[src/rtl/stp_pkg.sv]
package stp_pkg;

  typedef enum logic {
    FB_PLAIN = 1'b0,
    FB_TWIST = 1'b1
  } fb_mode_e;

  typedef enum logic [1:0] {
    CMD_HOLD   = 2'd0,
    CMD_STEP   = 2'd1,
    CMD_PRESET = 2'd2,
    CMD_CLEAR  = 2'd3
  } ring_cmd_e;

endpackage

[src/rtl/stp_cmd_arbiter.sv]
module stp_cmd_arbiter
  import stp_pkg::*;
(
  input  logic      clr,
  input  logic      preset,
  input  logic      step_en,
  output ring_cmd_e cmd
);

  always_comb begin
    if (clr)          cmd = CMD_CLEAR;
    else if (preset)  cmd = CMD_PRESET;
    else if (step_en) cmd = CMD_STEP;
    else              cmd = CMD_HOLD;
  end

endmodule

[src/rtl/stp_phase_ring.sv]
module stp_phase_ring
  import stp_pkg::*;
#(
  parameter int unsigned            STAGES     = 4,
  parameter logic [STAGES-1:0]      PRESET_PAT = 4'b0110
) (
  input  logic              clk,
  input  logic              rst,
  input  ring_cmd_e         cmd,
  input  fb_mode_e          mode,
  output logic [STAGES-1:0] phase
);

  localparam int unsigned FIRST = STAGES - 1;

  logic feedback;
  logic [STAGES-1:0] stage_in;

  always_comb begin
    feedback = (mode == FB_TWIST) ? ~phase[0] : phase[0];
  end

  for (genvar k = 0; k < STAGES; k++) begin : g_stage
    logic stage_q;

    if (k == FIRST) begin : g_head
      assign stage_in[k] = feedback;
    end else begin : g_body
      assign stage_in[k] = phase[k+1];
    end

    always_ff @(posedge clk) begin
      if (rst) begin
        stage_q <= PRESET_PAT[k];
      end else begin
        case (cmd)
          CMD_CLEAR:  stage_q <= 1'b0;
          CMD_PRESET: stage_q <= PRESET_PAT[k];
          CMD_STEP:   stage_q <= stage_in[k];
          default:    stage_q <= stage_q;
        endcase
      end
    end

    assign phase[k] = stage_q;
  end

  p_hold_r2: assert property (@(posedge clk) disable iff (rst)
    (cmd == CMD_HOLD) |=> $stable(phase));

  p_clear_r5: assert property (@(posedge clk) disable iff (rst)
    (cmd == CMD_CLEAR) |=> (phase == '0));

  p_preset_r6: assert property (@(posedge clk) disable iff (rst)
    (cmd == CMD_PRESET) |=> (phase == PRESET_PAT));

  p_plain_weight_r3: assert property (@(posedge clk) disable iff (rst)
    (cmd == CMD_STEP && mode == FB_PLAIN) |=>
      ($countones(phase) == $countones($past(phase))));

  p_twist_tail_r4: assert property (@(posedge clk) disable iff (rst)
    (cmd == CMD_STEP && mode == FB_TWIST) |=>
      (phase[FIRST] == ~$past(phase[0])));

endmodule

[src/rtl/stp_rev_counter.sv]
module stp_rev_counter
  import stp_pkg::*;
#(
  parameter int unsigned STEPS_PER_REV = 400,
  parameter int unsigned CNT_W         = $clog2(STEPS_PER_REV)
) (
  input  logic             clk,
  input  logic             rst,
  input  ring_cmd_e        cmd,
  output logic [CNT_W-1:0] pos,
  output logic             wrap
);

  localparam logic [CNT_W-1:0] LAST = CNT_W'(STEPS_PER_REV - 1);

  always_ff @(posedge clk) begin
    if (rst) begin
      pos  <= '0;
      wrap <= 1'b0;
    end else begin
      wrap <= 1'b0;
      case (cmd)
        CMD_CLEAR, CMD_PRESET: pos <= '0;
        CMD_STEP: begin
          if (pos == LAST) begin
            pos  <= '0;
            wrap <= 1'b1;
          end else begin
            pos <= pos + 1'b1;
          end
        end
        default: pos <= pos;
      endcase
    end
  end

  p_pos_range_r8: assert property (@(posedge clk) disable iff (rst)
    pos <= LAST);

  p_wrap_at_zero_r9: assert property (@(posedge clk) disable iff (rst)
    wrap |-> (pos == '0));

  p_pos_advance_r8: assert property (@(posedge clk) disable iff (rst)
    (cmd == CMD_STEP && pos != LAST) |=> (pos == $past(pos) + 1'b1));

endmodule

[src/rtl/stp_stepper_seq.sv]
module stp_stepper_seq
  import stp_pkg::*;
#(
  parameter int unsigned       STAGES        = 4,
  parameter logic [STAGES-1:0] PRESET_PAT    = 4'b0110,
  parameter int unsigned       STEPS_PER_REV = 400,
  parameter int unsigned       POS_W         = $clog2(STEPS_PER_REV)
) (
  input  logic              clk,
  input  logic              rst,
  input  logic              clr,
  input  logic              preset,
  input  logic              step_en,
  input  logic              twist,
  output logic [STAGES-1:0] phase_q,
  output logic              step_done,
  output logic              rev_done,
  output logic [POS_W-1:0]  step_pos
);

  ring_cmd_e cmd;
  fb_mode_e  mode;

  assign mode = fb_mode_e'(twist);

  stp_cmd_arbiter u_arb (
    .clr     (clr),
    .preset  (preset),
    .step_en (step_en),
    .cmd     (cmd)
  );

  stp_phase_ring #(
    .STAGES     (STAGES),
    .PRESET_PAT (PRESET_PAT)
  ) u_ring (
    .clk   (clk),
    .rst   (rst),
    .cmd   (cmd),
    .mode  (mode),
    .phase (phase_q)
  );

  stp_rev_counter #(
    .STEPS_PER_REV (STEPS_PER_REV),
    .CNT_W         (POS_W)
  ) u_cnt (
    .clk  (clk),
    .rst  (rst),
    .cmd  (cmd),
    .pos  (step_pos),
    .wrap (rev_done)
  );

  always_ff @(posedge clk) begin
    if (rst) step_done <= 1'b0;
    else     step_done <= (cmd == CMD_STEP);
  end

  p_rev_with_step_r9: assert property (@(posedge clk) disable iff (rst)
    rev_done |-> step_done);

  p_done_tracks_step_r7: assert property (@(posedge clk) disable iff (rst)
    (step_en && !clr && !preset) |=> step_done);

  p_no_done_on_load_r5: assert property (@(posedge clk) disable iff (rst)
    (clr || preset) |=> !step_done);

  p_done_moves_pos_r8: assert property (@(posedge clk) disable iff (rst)
    step_done |-> (step_pos != $past(step_pos)));

endmodule

[config.mk]
export PLATFORM = sky130hd
export DESIGN_NAME = stp_stepper_seq
export DESIGN_NICKNAME = d
export VERILOG_FILES = /design/src/rtl/stp_pkg.sv /design/src/rtl/stp_cmd_arbiter.sv /design/src/rtl/stp_phase_ring.sv /design/src/rtl/stp_rev_counter.sv /design/src/rtl/stp_stepper_seq.sv
export SDC_FILE = /design/constraint.sdc
export NUM_CORES = 1
export LEC_CHECK = 0
export ABC_AREA = 1
export ABC_CLOCK_PERIOD_IN_PS = 1700
export BUFFER_PORTS_ARGS = -buffer_cell sky130_fd_sc_hd__buf_4
export CAP_MARGIN = 15
export CELL_PAD_IN_SITES_DETAIL_PLACEMENT = 1
export CELL_PAD_IN_SITES_GLOBAL_PLACEMENT = 1
export CORE_UTILIZATION = 25
export DETAILED_ROUTE_END_ITERATION = 7
export HOLD_SLACK_MARGIN = 0.02
export PLACE_DENSITY = 0.57
export SETUP_SLACK_MARGIN = 0.2
export SLEW_MARGIN = 10
export SYNTH_ARGS = -nofsm -noshare
export SYNTH_HDL_FRONTEND = slang
export SYNTH_SLANG_ARGS = --single-unit
[constraint.sdc]
create_clock -name clk -period 1.7 [get_ports clk]
set_input_delay 0.17 -clock clk [delete_from_list [all_inputs] [get_ports clk]]
set_output_delay 0.17 -clock clk [all_outputs]
set_load 0.005 [all_outputs]
==> metrics, run 1 <==
status completed; initial antenna violation count 0; Clock Sink Count 15; Final Cell Area 1050 um^2; largest net degree at the start of global routing 12; RSZ-0062 raised after global routing false; Critical Path Source Type flip-flop; Worst-Margin Slew 0.287 ns; slowest cell on the critical path dfxtp_2; io pins 21; GRT Total Usage 14.3%; Syn Inst Count 115; grt total ovfl 0; TritonRoute pass-1 iters 2; clk_lat worst skew 0.29 ns; DRT iter0 DRCs 13; Setup Skew 0.00188 ns; FF-to-FF path depth 6; share of post-route cells with drive strength above 1 32.1%; Period Utilization, post-route 82.6%; routability cong. 0.732; # diodes 0; routed len/inst 12.7 um; WP depth 6; placed inst area 1020 um^2; Vias per Instance 4.49; Min-Delay Path Class in2reg; wire length of the first global-routing pass 3.74 mm; Initial Util 27.1%; area of the core 3130 um^2; NumNets Final 146; CTS Buffer Depth 2; setup_tns 0 ns; Place WS 0.217 ns; Clock transition at path regs 0.10 ns; Slew Limit Fails 0; Worst setup EP type flip-flop; CP Cell Sequence ha_2, nand2_1, nor2_4, nand2_2, a21oi_4, nor2_2; Reg2Reg Setup Slack 0.30 ns; drt drc 0; worst setup path end u_cnt.pos[5]$_SDFFE_PP0P_; Worst Setup SP u_cnt.pos[1]$_SDFFE_PP0P_; Worst EP required 1.88 ns; post-route setup slack 0.296 ns; Synth Register Bits 15; die width 60.2 um; relative slew slack 80.8%; Max Fclk 0.712 GHz; Clock Tree Root clkbuf_4; R2R Path Start u_cnt.pos[1]$_SDFFE_PP0P_; detailed-route via count 800; num rows 20; syn_nets 126; sequential area share after synthesis 35.5%; Max stage delay on crit path 0.38 ns; Avg Cell Area, Syn 7.37 um^2; Final Hold Vio Count 0; Yosys cell types 23; CTS H-tree depth 1; IO buf count 20; critical path type reg2reg; delay-heaviest family, CP simple AND/OR/NAND/NOR gates; Die H 60.2 um; Area growth syn-to-layout 24.2%; final WL 2.26 mm; final setup fails 0; vias in the first global route 817; r2r endpoint u_cnt.pos[5]$_SDFFE_PP0P_; WP buf/inv 0; Peak VDD IR 0.261 mV; Routed Antenna Nets 0; setup bufs post-CTS 0; MaxCap Viol Count 0; yosys warns 0; full die area 3630 um^2; Mapped Area 847 um^2; Leak 0.419 nW; Worst Path Max Fanout 5; Post-CTS Hold Buffers 0; min Tclk post-route 1.40 ns; dpl hpwl 1.78 mm; pwr dens 631 nW/um^2; total CTS buffers 3; Worst EP arrival 1.59 ns; CTS tree built
==> cell usage in the layout (no fill, tap or decap), drive strengths merged <==
cell    count
a21oi      15
buf        21
clkbuf      4
dfxtp      15
ha          5
inv        14
nand2      25
nand3       4
nand3b      1
nor2       16
nor3        3
o211ai      1
o21ai       8
o31ai       2
==> worst register-to-register path, delay by kind of cell (launching register included) <==
family          cells  cell delay [ns]
fa+ha+maj           1             0.22
simple gates        4             0.40
flops               1             0.38
compound gates      1             0.30
==> repair_timing <==
action / in CTS / in global routing
gates resized for setup: 0 / 3
setup endpoints to repair: 0 / 6
endpoints found under the hold margin: 0 / 0
==> how the worst min path moves through the flow <==
stage,startpoint,to,slack (ns),cells past startpoint
floorplan,twist,u_ring.g_stage[3].stage_q$_SDFFE_PP0P_,0.34,2
global placement,rst,u_cnt.pos[1]$_SDFFE_PP0P_,0.45,2
detailed placement,rst,u_cnt.pos[7]$_SDFFE_PP0P_,0.46,2
global route,rst,u_cnt.pos[4]$_SDFFE_PP0P_,0.14,2
finish,rst,u_cnt.pos[1]$_SDFFE_PP0P_,0.14,2
CTS,rst,u_cnt.pos[7]$_SDFFE_PP0P_,0.14,2
==> metrics by stage <==
stage | util (%) | cells | power, mW | hold slack [ns]
floorplan | - | 115 | 0.424 | 0.340
global placement | 32.6 | 174 | 0.451 | 0.454
detailed placement | 32.6 | 174 | 0.453 | 0.460
CTS | 33.5 | 178 | 0.675 | 0.137
global route | 33.6 | 178 | 0.696 | 0.143
finish | 33.6 | 178 | 0.663 | 0.144
==> cells in the mapped netlist, drive strengths merged <==
cell type	count	area share, %
dfxtp	15	35
nor3	3	3.0
ha	5	7.4
o21ai	8	4.7
o211ai	1	0.89
o31ai	2	1.8
a21oi	15	10
nand2	25	12
inv	14	6.2
nand3	4	3.0
nor2	16	10
buf	5	4.1
nand3b	1	0.89
clkbuf	1	0.44
==> flip-flops by register name (all words and copies together) (netlist names) <==
signal                  cells
u_cnt.pos                   9
u_ring.g_stage.stage_q      4
u_cnt.wrap                  1
step_done                   1
==> layer usage <==
metal  track usage, %  vias up  wire (um)
met2             24.3       18       1110
met5                0        -          0
li1                 -      407          -
met1             17.3      373       1030
met3             4.33        2        105
met4             3.99        0         13
==> cell families after synthesis <==
group | share of synthesized area, %
AO/OA/AOI/OAI | 17.6
buffers and inverters | 10.8
AND/OR/NAND/NOR | 28.8
flip-flops | 35.5
adder cells (fa/ha/maj) | 7.39
==> power by group <==
part / switching, mW / internal (mW) / leakage (nW)
Clock: 0.128 / 0.0912 / 0.0150
Combinational: 0.0432 / 0.0337 / 0.281
Sequential: 0.00693 / 0.360 / 0.123
==> final cells by class <==
cell class	count	area, um^2
clock buffers	4	26.3
flip-flops and latches	15	303
well taps	44	55.1
multi-input cells	80	458
fillers	398	2080
repair buffers	21	158
inverters	14	52.6
Power figures use the tool's default switching activity.
==> run 2: changes to the inputs <==
--- a/config.mk
+++ b/config.mk
@@ -5,8 +5,8 @@
 export SDC_FILE = /design/constraint.sdc
 export NUM_CORES = 1
 export LEC_CHECK = 0
-export ABC_AREA = 1
-export ABC_CLOCK_PERIOD_IN_PS = 1700
+export ABC_AREA = 0
+export ABC_CLOCK_PERIOD_IN_PS = 1200
 export BUFFER_PORTS_ARGS = -buffer_cell sky130_fd_sc_hd__buf_4
 export CAP_MARGIN = 15
 export CELL_PAD_IN_SITES_DETAIL_PLACEMENT = 1
@@ -14,7 +14,7 @@
 export CORE_UTILIZATION = 25
 export DETAILED_ROUTE_END_ITERATION = 7
 export HOLD_SLACK_MARGIN = 0.02
-export PLACE_DENSITY = 0.57
+export PLACE_DENSITY = 0.58
 export SETUP_SLACK_MARGIN = 0.2
 export SLEW_MARGIN = 10
 export SYNTH_ARGS = -nofsm -noshare
==> constraint.sdc (replaced) <==
create_clock -name clk -period 1.2 [get_ports clk]
set_input_delay 0.12 -clock clk [delete_from_list [all_inputs] [get_ports clk]]
set_output_delay 0.12 -clock clk [all_outputs]
set_load 0.005 [all_outputs]
==> run 2 against run 1 <==
  * Highest routed layer unchanged
  * The flow now finishes with violations (design-rule violations, negative setup slack)
  * Synthesized cell count is 24% lower
  * Critical endpoint is now u_cnt.pos[6]$_SDFFE_PP0P_
  * Clock skew is 0.0083 ns higher
  * Combinational power is 110% higher
  * Register-to-register slack worse by 0.53 ns
==> metrics, run 2 <==
status finished, violations left; failing checks design-rule violations, negative setup slack; largest net degree at the start of global routing 13 (+1); fin cells 178 (unchanged); Worst-Margin Slew 0.230 ns (-0.0569 ns); Synth area leaders dfxtp_1 (38%), ha_1 (8.0%), a21oi_1 (5.7%), nor2_1 (4.3%), buf_4 (3.8%); dpl hpwl 1.60 mm (-10%); Period Utilization, post-route 119% (+37 points); Worst Path Max Fanout 5 (unchanged); routability cong. 0.721 (-1.5%); drt drc 2 (+2); Clk network pwr share 31.5% (-1.6 points); syn_nets 98 (-22%); sw frac 27.1% (+0.17 points); Final Util 49.0% (+15 points); io pins 21 (unchanged); Avg Cell Area, Syn 9.03 um^2 (+23%); Mapped Area 786 um^2 (-7.2%); Async SR Flop Fraction 0% (unchanged); FF-to-FF path depth 4 (-2); commonest non-fill, non-tap cell in the layout buf_4; share of post-route cells with drive strength above 1 63.2% (+31 points); Primary FF master, synth dfxtp_1; Synth Register Bits 15 (unchanged); Die H 58.1 um (-3.6%); total CTS buffers 3 (unchanged); Initial Util 27.3% (+0.24 points); count leader, synth dfxtp_1; Total Power 0.987 mW (+49%); setup_tns -1.64 ns (-1.64 ns); Vias per Instance 4.42 (-1.7%); min Tclk post-route 1.43 ns (+0.0290 ns); yosys warns 0 (unchanged); Clock Sink Count 15 (unchanged); sequential area share after synthesis 38.2% (+2.8 points); post-route setup slack -0.233 ns (-0.529 ns); Syn Inst Count 87 (-24%); critical path type reg2reg; final WL 2.25 mm (-0.40%); MaxCap Viol Count 0 (unchanged); initial antenna violation count 0 (unchanged); Max Fclk 0.698 GHz (-2.0%); Min-Delay Path Class in2reg; Clock Tree Root clkbuf_4; Logic pwr share 16.6% (+5.0 points); die width 58.1 um (-3.6%); Slew Limit Fails 0 (unchanged); Net Switching 0.267 mW (+50%); pwr dens 701 nW/um^2 (+11%); Place WS -0.291 ns (-0.508 ns); Area growth syn-to-layout 79.3%; Setup Skew 0.0102 ns (+0.00828 ns); # diodes 0 (unchanged); routed len/inst 12.6 um (-0.40%); Routed Antenna Nets 0 (unchanged); Top reg by flops u_cnt.pos; Leak 0.592 nW (+41%); top cell type's share of synthesized area 38.2% (+2.8 points); GRT Total Usage 13.6% (-0.71 points); detailed-route via count 786 (-1.8%); IO buf count 20 (unchanged); Worst EP arrival 1.61 ns (+0.02 ns); relative slew slack 84.6% (+3.7 points); Flop pwr share 51.9% (-3.4 points); TritonRoute pass-1 iters 6 (+4); placed insts 162 (-6.9%); CTS Buffer Depth 2 (unchanged); synth cell count leaders dfxtp_1 (15), a21oi_1 (9), nor2_1 (9); vias in the first global route 788 (-3.5%); grt total ovfl 0 (unchanged); Clock transition at path regs 0.11 ns (about the same); DRT iter0 DRCs 29 (+16); area of the core 2880 um^2 (-8.0%); post-synth top area cell dfxtp_1; most frequent cells in the layout buf_4 (32), buf_6 (18), dfxtp_1 (9); Peak VDD IR 0.353 mV (+35%); CTS H-tree depth 1 (unchanged); Post-CTS Hold Buffers 0 (unchanged); full die area 3370 um^2 (-7.0%); Yosys cell types 32 (+39%); CTS tree built; clk_lat worst skew 0.29 ns (about the same); EDFF count, synth 0 (unchanged); NumNets Final 148 (+1.4%); RSZ-0062 raised after global routing true; largest registers u_cnt.pos (9), u_ring.g_stage.stage_q (4); Worst setup EP type flip-flop; Final Hold Vio Count 0 (unchanged); Worst EP required 1.38 ns (-0.50 ns); worst hold stages 2 (unchanged); Pint 0.720 mW (+48%); num rows 19 (-5.0%); wire length of the first global-routing pass 3.55 mm (-5.2%); final setup fails 10 (+10); Critical Path Source Type flip-flop; max reg flops 9 (unchanged)
run 2: metal layers:
layer,share of wire [%],vias up,track usage (%),routed length [um]
met1,49,365,18.7,1100
met2,47,16,21.7,1060
met5,0,-,0,0
li1,-,403,-,-
met4,1.3,0,5.10,30
met3,2.6,2,2.01,59
run 2: cell families after synthesis:
logic type	Yosys count	synth area share, %
flip-flops	15	38.2
buffers and inverters	10	6.69
XOR/XNOR	6	6.69
AND/OR/NAND/NOR	35	26.3
adder cells (fa/ha/maj)	5	7.96
AO/OA/AOI/OAI	16	14.2
run 2: power groups by stage:
stage | clock network, mW | logic [mW] | registers [mW]
final | 0.311 | 0.164 | 0.513
after CTS | 0.314 | 0.156 | 0.514
after global routing | 0.348 | 0.177 | 0.514
after global placement | 0 | 0.128 | 0.525
after floorplan | 0 | 0.0834 | 0.524
after detailed placement | 0 | 0.131 | 0.525
run 2: layout make-up:
type,instances,area [um^2]
Tap cell,42,52.6
Fill cell,337,1470
Sequential cell,15,313
Multi-Input combinational cell,62,531
Clock buffer,3,22.5
Inverter,4,27.5
Timing Repair Buffer,51,458
Clock inverter,1,5.00
run 2: path summary, 6_finish.rpt:
| kind | startpoint | endpoint | slack (ns) |
|---|---|---|---|
| worst min register to register | u_ring.g_stage[3].stage_q$_SDFFE_PP0P_ | u_ring.g_stage[3].stage_q$_SDFFE_PP0P_ | 0.51 |
| worst min-delay path | rst | u_cnt.pos[0]$_SDFFE_PP0P_ | 0.09 |
| worst max-delay path | u_cnt.pos[5]$_SDFFE_PP0P_ | u_cnt.pos[6]$_SDFFE_PP0P_ | -0.23 |
| worst max register to register | u_cnt.pos[5]$_SDFFE_PP0P_ | u_cnt.pos[6]$_SDFFE_PP0P_ | -0.23 |
run 2: what timing repair did:
action	4_1_cts	5_1_grt
gates resized for setup	23	17
setup buffers	7	5
pin swaps	12	8
endpoints found under the setup margin	21	20
run 2: worst max-delay path: stages (launching register included):
cell     delay, ns
dfxtp_2       0.33
or4b_4        0.56
o21ai_4       0.19
a21o_4        0.18
nor2_1        0.05
run 2: metrics by stage:
step	cell area, um^2	hold WS (ns)
final	1410	0.0900
after global routing	1410	0.0795
after global placement	1150	0.391
after CTS	1310	0.0854
after detailed placement	1150	0.400
after floorplan	857	0.308
==> run 3: changes to the inputs <==
--- a/config.mk
+++ b/config.mk
@@ -11,7 +11,9 @@
 export CAP_MARGIN = 15
 export CELL_PAD_IN_SITES_DETAIL_PLACEMENT = 1
 export CELL_PAD_IN_SITES_GLOBAL_PLACEMENT = 1
+export CORE_MARGIN = 5
 export CORE_UTILIZATION = 25
+export CTS_CLUSTER_DIAMETER = 40
 export DETAILED_ROUTE_END_ITERATION = 7
 export HOLD_SLACK_MARGIN = 0.02
 export PLACE_DENSITY = 0.58
@@ -19,4 +21,5 @@
 export SLEW_MARGIN = 10
 export SYNTH_ARGS = -nofsm -noshare
 export SYNTH_HDL_FRONTEND = slang
+export SYNTH_HIERARCHICAL = 1
 export SYNTH_SLANG_ARGS = --single-unit
==> run 3 against run 2 <==
  * Register-to-register slack about the same
  * Non-clock buffer count decreased by 5
  * Count of clock-buffer cells in the layout increased by 1
  * The run ends with negative setup slack left
  * Largest cell class unchanged
  * Utilization decreased by 5.2 points
  * Sequential share of layout area increased by 1.5 points
  * Flip-flop and latch count unchanged
==> metrics, run 3 <==
clk_lat worst skew 0.28 ns (about the same); failing checks negative setup slack; Worst setup EP type flip-flop; Worst EP arrival 1.61 ns (about the same); EDFF count, synth 0 (unchanged); status finished, violations left; Avg Cell Area, Syn 9.04 um^2 (+0.12%); relative slew slack 83.6% (-0.98 points); area of the core 3050 um^2 (+6.1%); Clock Tree Root clkbuf_4; Slew Limit Fails 0 (unchanged); GRT Total Usage 11.4% (-2.3 points); yosys warns 6 (+6); Leak 0.529 nW (-11%); Die H 66.4 um (+14%); Fin Hold WS 0.0540 ns (-0.0361 ns); Area growth syn-to-layout 67.8%; post-synth top area cell dfxtp_1; Max stage delay on crit path 0.38 ns (-0.18 ns); min Tclk post-route 1.42 ns (-0.0105 ns); count leader, synth dfxtp_1; Mapped Area 796 um^2 (+1.3%); Peak VDD IR 0.278 mV (-21%); share of post-route cells with drive strength above 1 59.1% (-4.1 points); CTS Buffer Depth 2 (unchanged); placed inst area 1180 um^2 (+2.3%); grt total ovfl 0 (unchanged); Vias per Instance 4.63 (+4.7%); routability cong. 0.750 (+4.0%); R2R Path Start u_cnt/pos[0]$_SDFFE_PP0P_; Initial Util 26.1% (-1.3 points); RSZ-0062 raised after global routing true; routed len/inst 13.3 um (+5.4%); # diodes 0 (unchanged); io pins 21 (unchanged); drt drc 0 (-2); initial antenna violation count 0 (unchanged); Pint 0.712 mW (-1.2%); Critical Path Source Type flip-flop; DRT iter0 DRCs 24 (-17%); final setup fails 10 (unchanged); max reg flops 9 (unchanged); Final Cell Area 1340 um^2 (-5.2%); CTS H-tree depth 1 (unchanged); post-route setup slack -0.223 ns (+0.0105 ns); Worst Setup SP u_cnt/pos[0]$_SDFFE_PP0P_; Max Fclk 0.703 GHz (+0.74%); CTS tree built; dpl hpwl 1.81 mm (+13%); syn_nets 99 (+1.0%); largest registers u_cnt/pos (9), u_ring/g_stage.stage_q (4); Net Switching 0.251 mW (-6.1%); die width 66.4 um (+14%); Final Hold Vio Count 0 (unchanged); total CTS buffers 3 (unchanged); sequential area share after synthesis 37.7% (-0.48 points); most frequent cells in the layout buf_4 (31), buf_6 (15), nand2_1 (9); NumNets Final 144 (-2.7%); pwr dens 721 nW/um^2 (+2.9%); Syn Inst Count 88 (+1.1%); Top reg by flops u_cnt/pos; Flop pwr share 53.2% (+1.3 points); Clk network pwr share 31.6% (about the same); Synth area leaders dfxtp_1 (38%), ha_1 (7.9%), a21oi_1 (5.7%), nand2_1 (4.2%), buf_4 (3.8%); wire length of the first global-routing pass 3.94 mm (+11%); full die area 4410 um^2 (+31%); slowest cell on the critical path dfxtp_4; Clock transition at path regs 0.10 ns (about the same); Logic pwr share 15.2% (-1.4 points); MaxCap Viol Count 0 (unchanged); Worst Path Max Fanout 4 (-1); num rows 20 (+1); hold_sp rst; CP Cell Sequence ha_4, and3_4, buf_6, nand4_1, a21o_1, a32o_1; top cell type's share of synthesized area 37.7% (-0.48 points); largest net degree at the start of global routing 9 (-4); Routed Antenna Nets 0 (unchanged); synth cell count leaders dfxtp_1 (15), a21oi_1 (9), nand2_1 (9); Worst EP required 1.38 ns (about the same); Setup Skew 0.00296 ns (-0.00720 ns); IO buf count 20 (unchanged); Yosys cell types 36 (+13%); Min-Delay Path Class in2reg; detailed-route via count 814 (+3.6%); Async SR Flop Fraction 0% (unchanged); sw frac 26.1% (-0.99 points); vias in the first global route 833 (+5.7%); Worst-Margin Slew 0.245 ns (+0.0152 ns); Period Utilization, post-route 119% (-0.87 points); Synth Register Bits 15 (unchanged); commonest non-fill, non-tap cell in the layout buf_4; Primary FF master, synth dfxtp_1; Clock Sink Count 15 (unchanged); critical path type reg2reg; TritonRoute pass-1 iters 4 (-2); final WL 2.34 mm (+4.2%)
[run 3: stage by stage]
step                      utilization (%)  total power [mW]  setup WS [ns]  setup TNS, ns  cells
after floorplan                         -             0.599         -0.293          -1.42     88
after global placement               38.7             0.662         -0.222          -1.19    167
after detailed placement             38.7             0.666         -0.275          -1.45    167
after CTS                            42.7             0.977         -0.234          -1.45    174
after global routing                 43.7              1.02         -0.262          -1.97    176
final                                43.7             0.963         -0.223          -1.44    176
[run 3: worst max-delay path, delay by kind of cell, from the launching register on]
kind                       cells  cell delay, ns
AOI/OAI and AO/OA              2            0.38
adders and majority gates      1            0.13
DFF                            1            0.38
and+or+nand+nor                2            0.32
buffers and inverters          1            0.10
[run 3: cells by family after synthesis]
group           synth area share (%)
fa+ha+maj                       7.86
buf+inv                         7.55
flops                           37.7
mux                             1.26
simple gates                    24.1
compound gates                  19.3
xor+xnor                        2.20
[run 3: area by class of cell]
| class | instances | area, um^2 |
|---|---|---|
| Multi-Input combinational cell | 63 | 518 |
| Inverter | 4 | 17.5 |
| Tap cell | 44 | 55.1 |
| Timing Repair Buffer | 46 | 402 |
| Clock buffer | 4 | 26.3 |
| Sequential cell | 15 | 317 |
| Fill cell | 372 | 1720 |
[run 3: per-layer routing]
layer / global-route usage (%) / share of wire [%] / wire [um]
met1: 13.4 / 44 / 1020
met4: 3.81 / 0.60 / 14
met5: 0 / 0 / 0
met2: 20.4 / 52 / 1220
met3: 1.87 / 3.9 / 91
[run 3: path summary, 6_finish.rpt]
check	to	slack, ns	cells past startpoint
max	u_cnt/pos[6]$_SDFFE_PP0P_	-0.22	6
min	u_ring/g_stage[0].stage_q$_SDFFE_PP0P_	0.05	2
max reg2reg	u_cnt/pos[6]$_SDFFE_PP0P_	-0.22	6
min reg2reg	u_ring/g_stage[0].stage_q$_SDFFE_PP0P_	0.51	2
[run 3: timing repair]
action / in CTS / in global routing
hold buffers: 0 / 0
setup buffers: 3 / 2
gates resized for setup: 22 / 5
pin swaps: 8 / 3
setup endpoints to repair: 17 / 17
gates cloned: 0 / 0
[run 3: power groups by stage]
| stage | Clock (mW) | Combinational, mW | Sequential (mW) |
|---|---|---|---|
| final | 0.304 | 0.146 | 0.513 |
| after global routing | 0.340 | 0.163 | 0.514 |
| after CTS | 0.318 | 0.146 | 0.513 |
| after global placement | 0 | 0.139 | 0.524 |
| after floorplan | 0 | 0.0762 | 0.523 |
| after detailed placement | 0 | 0.141 | 0.524 |
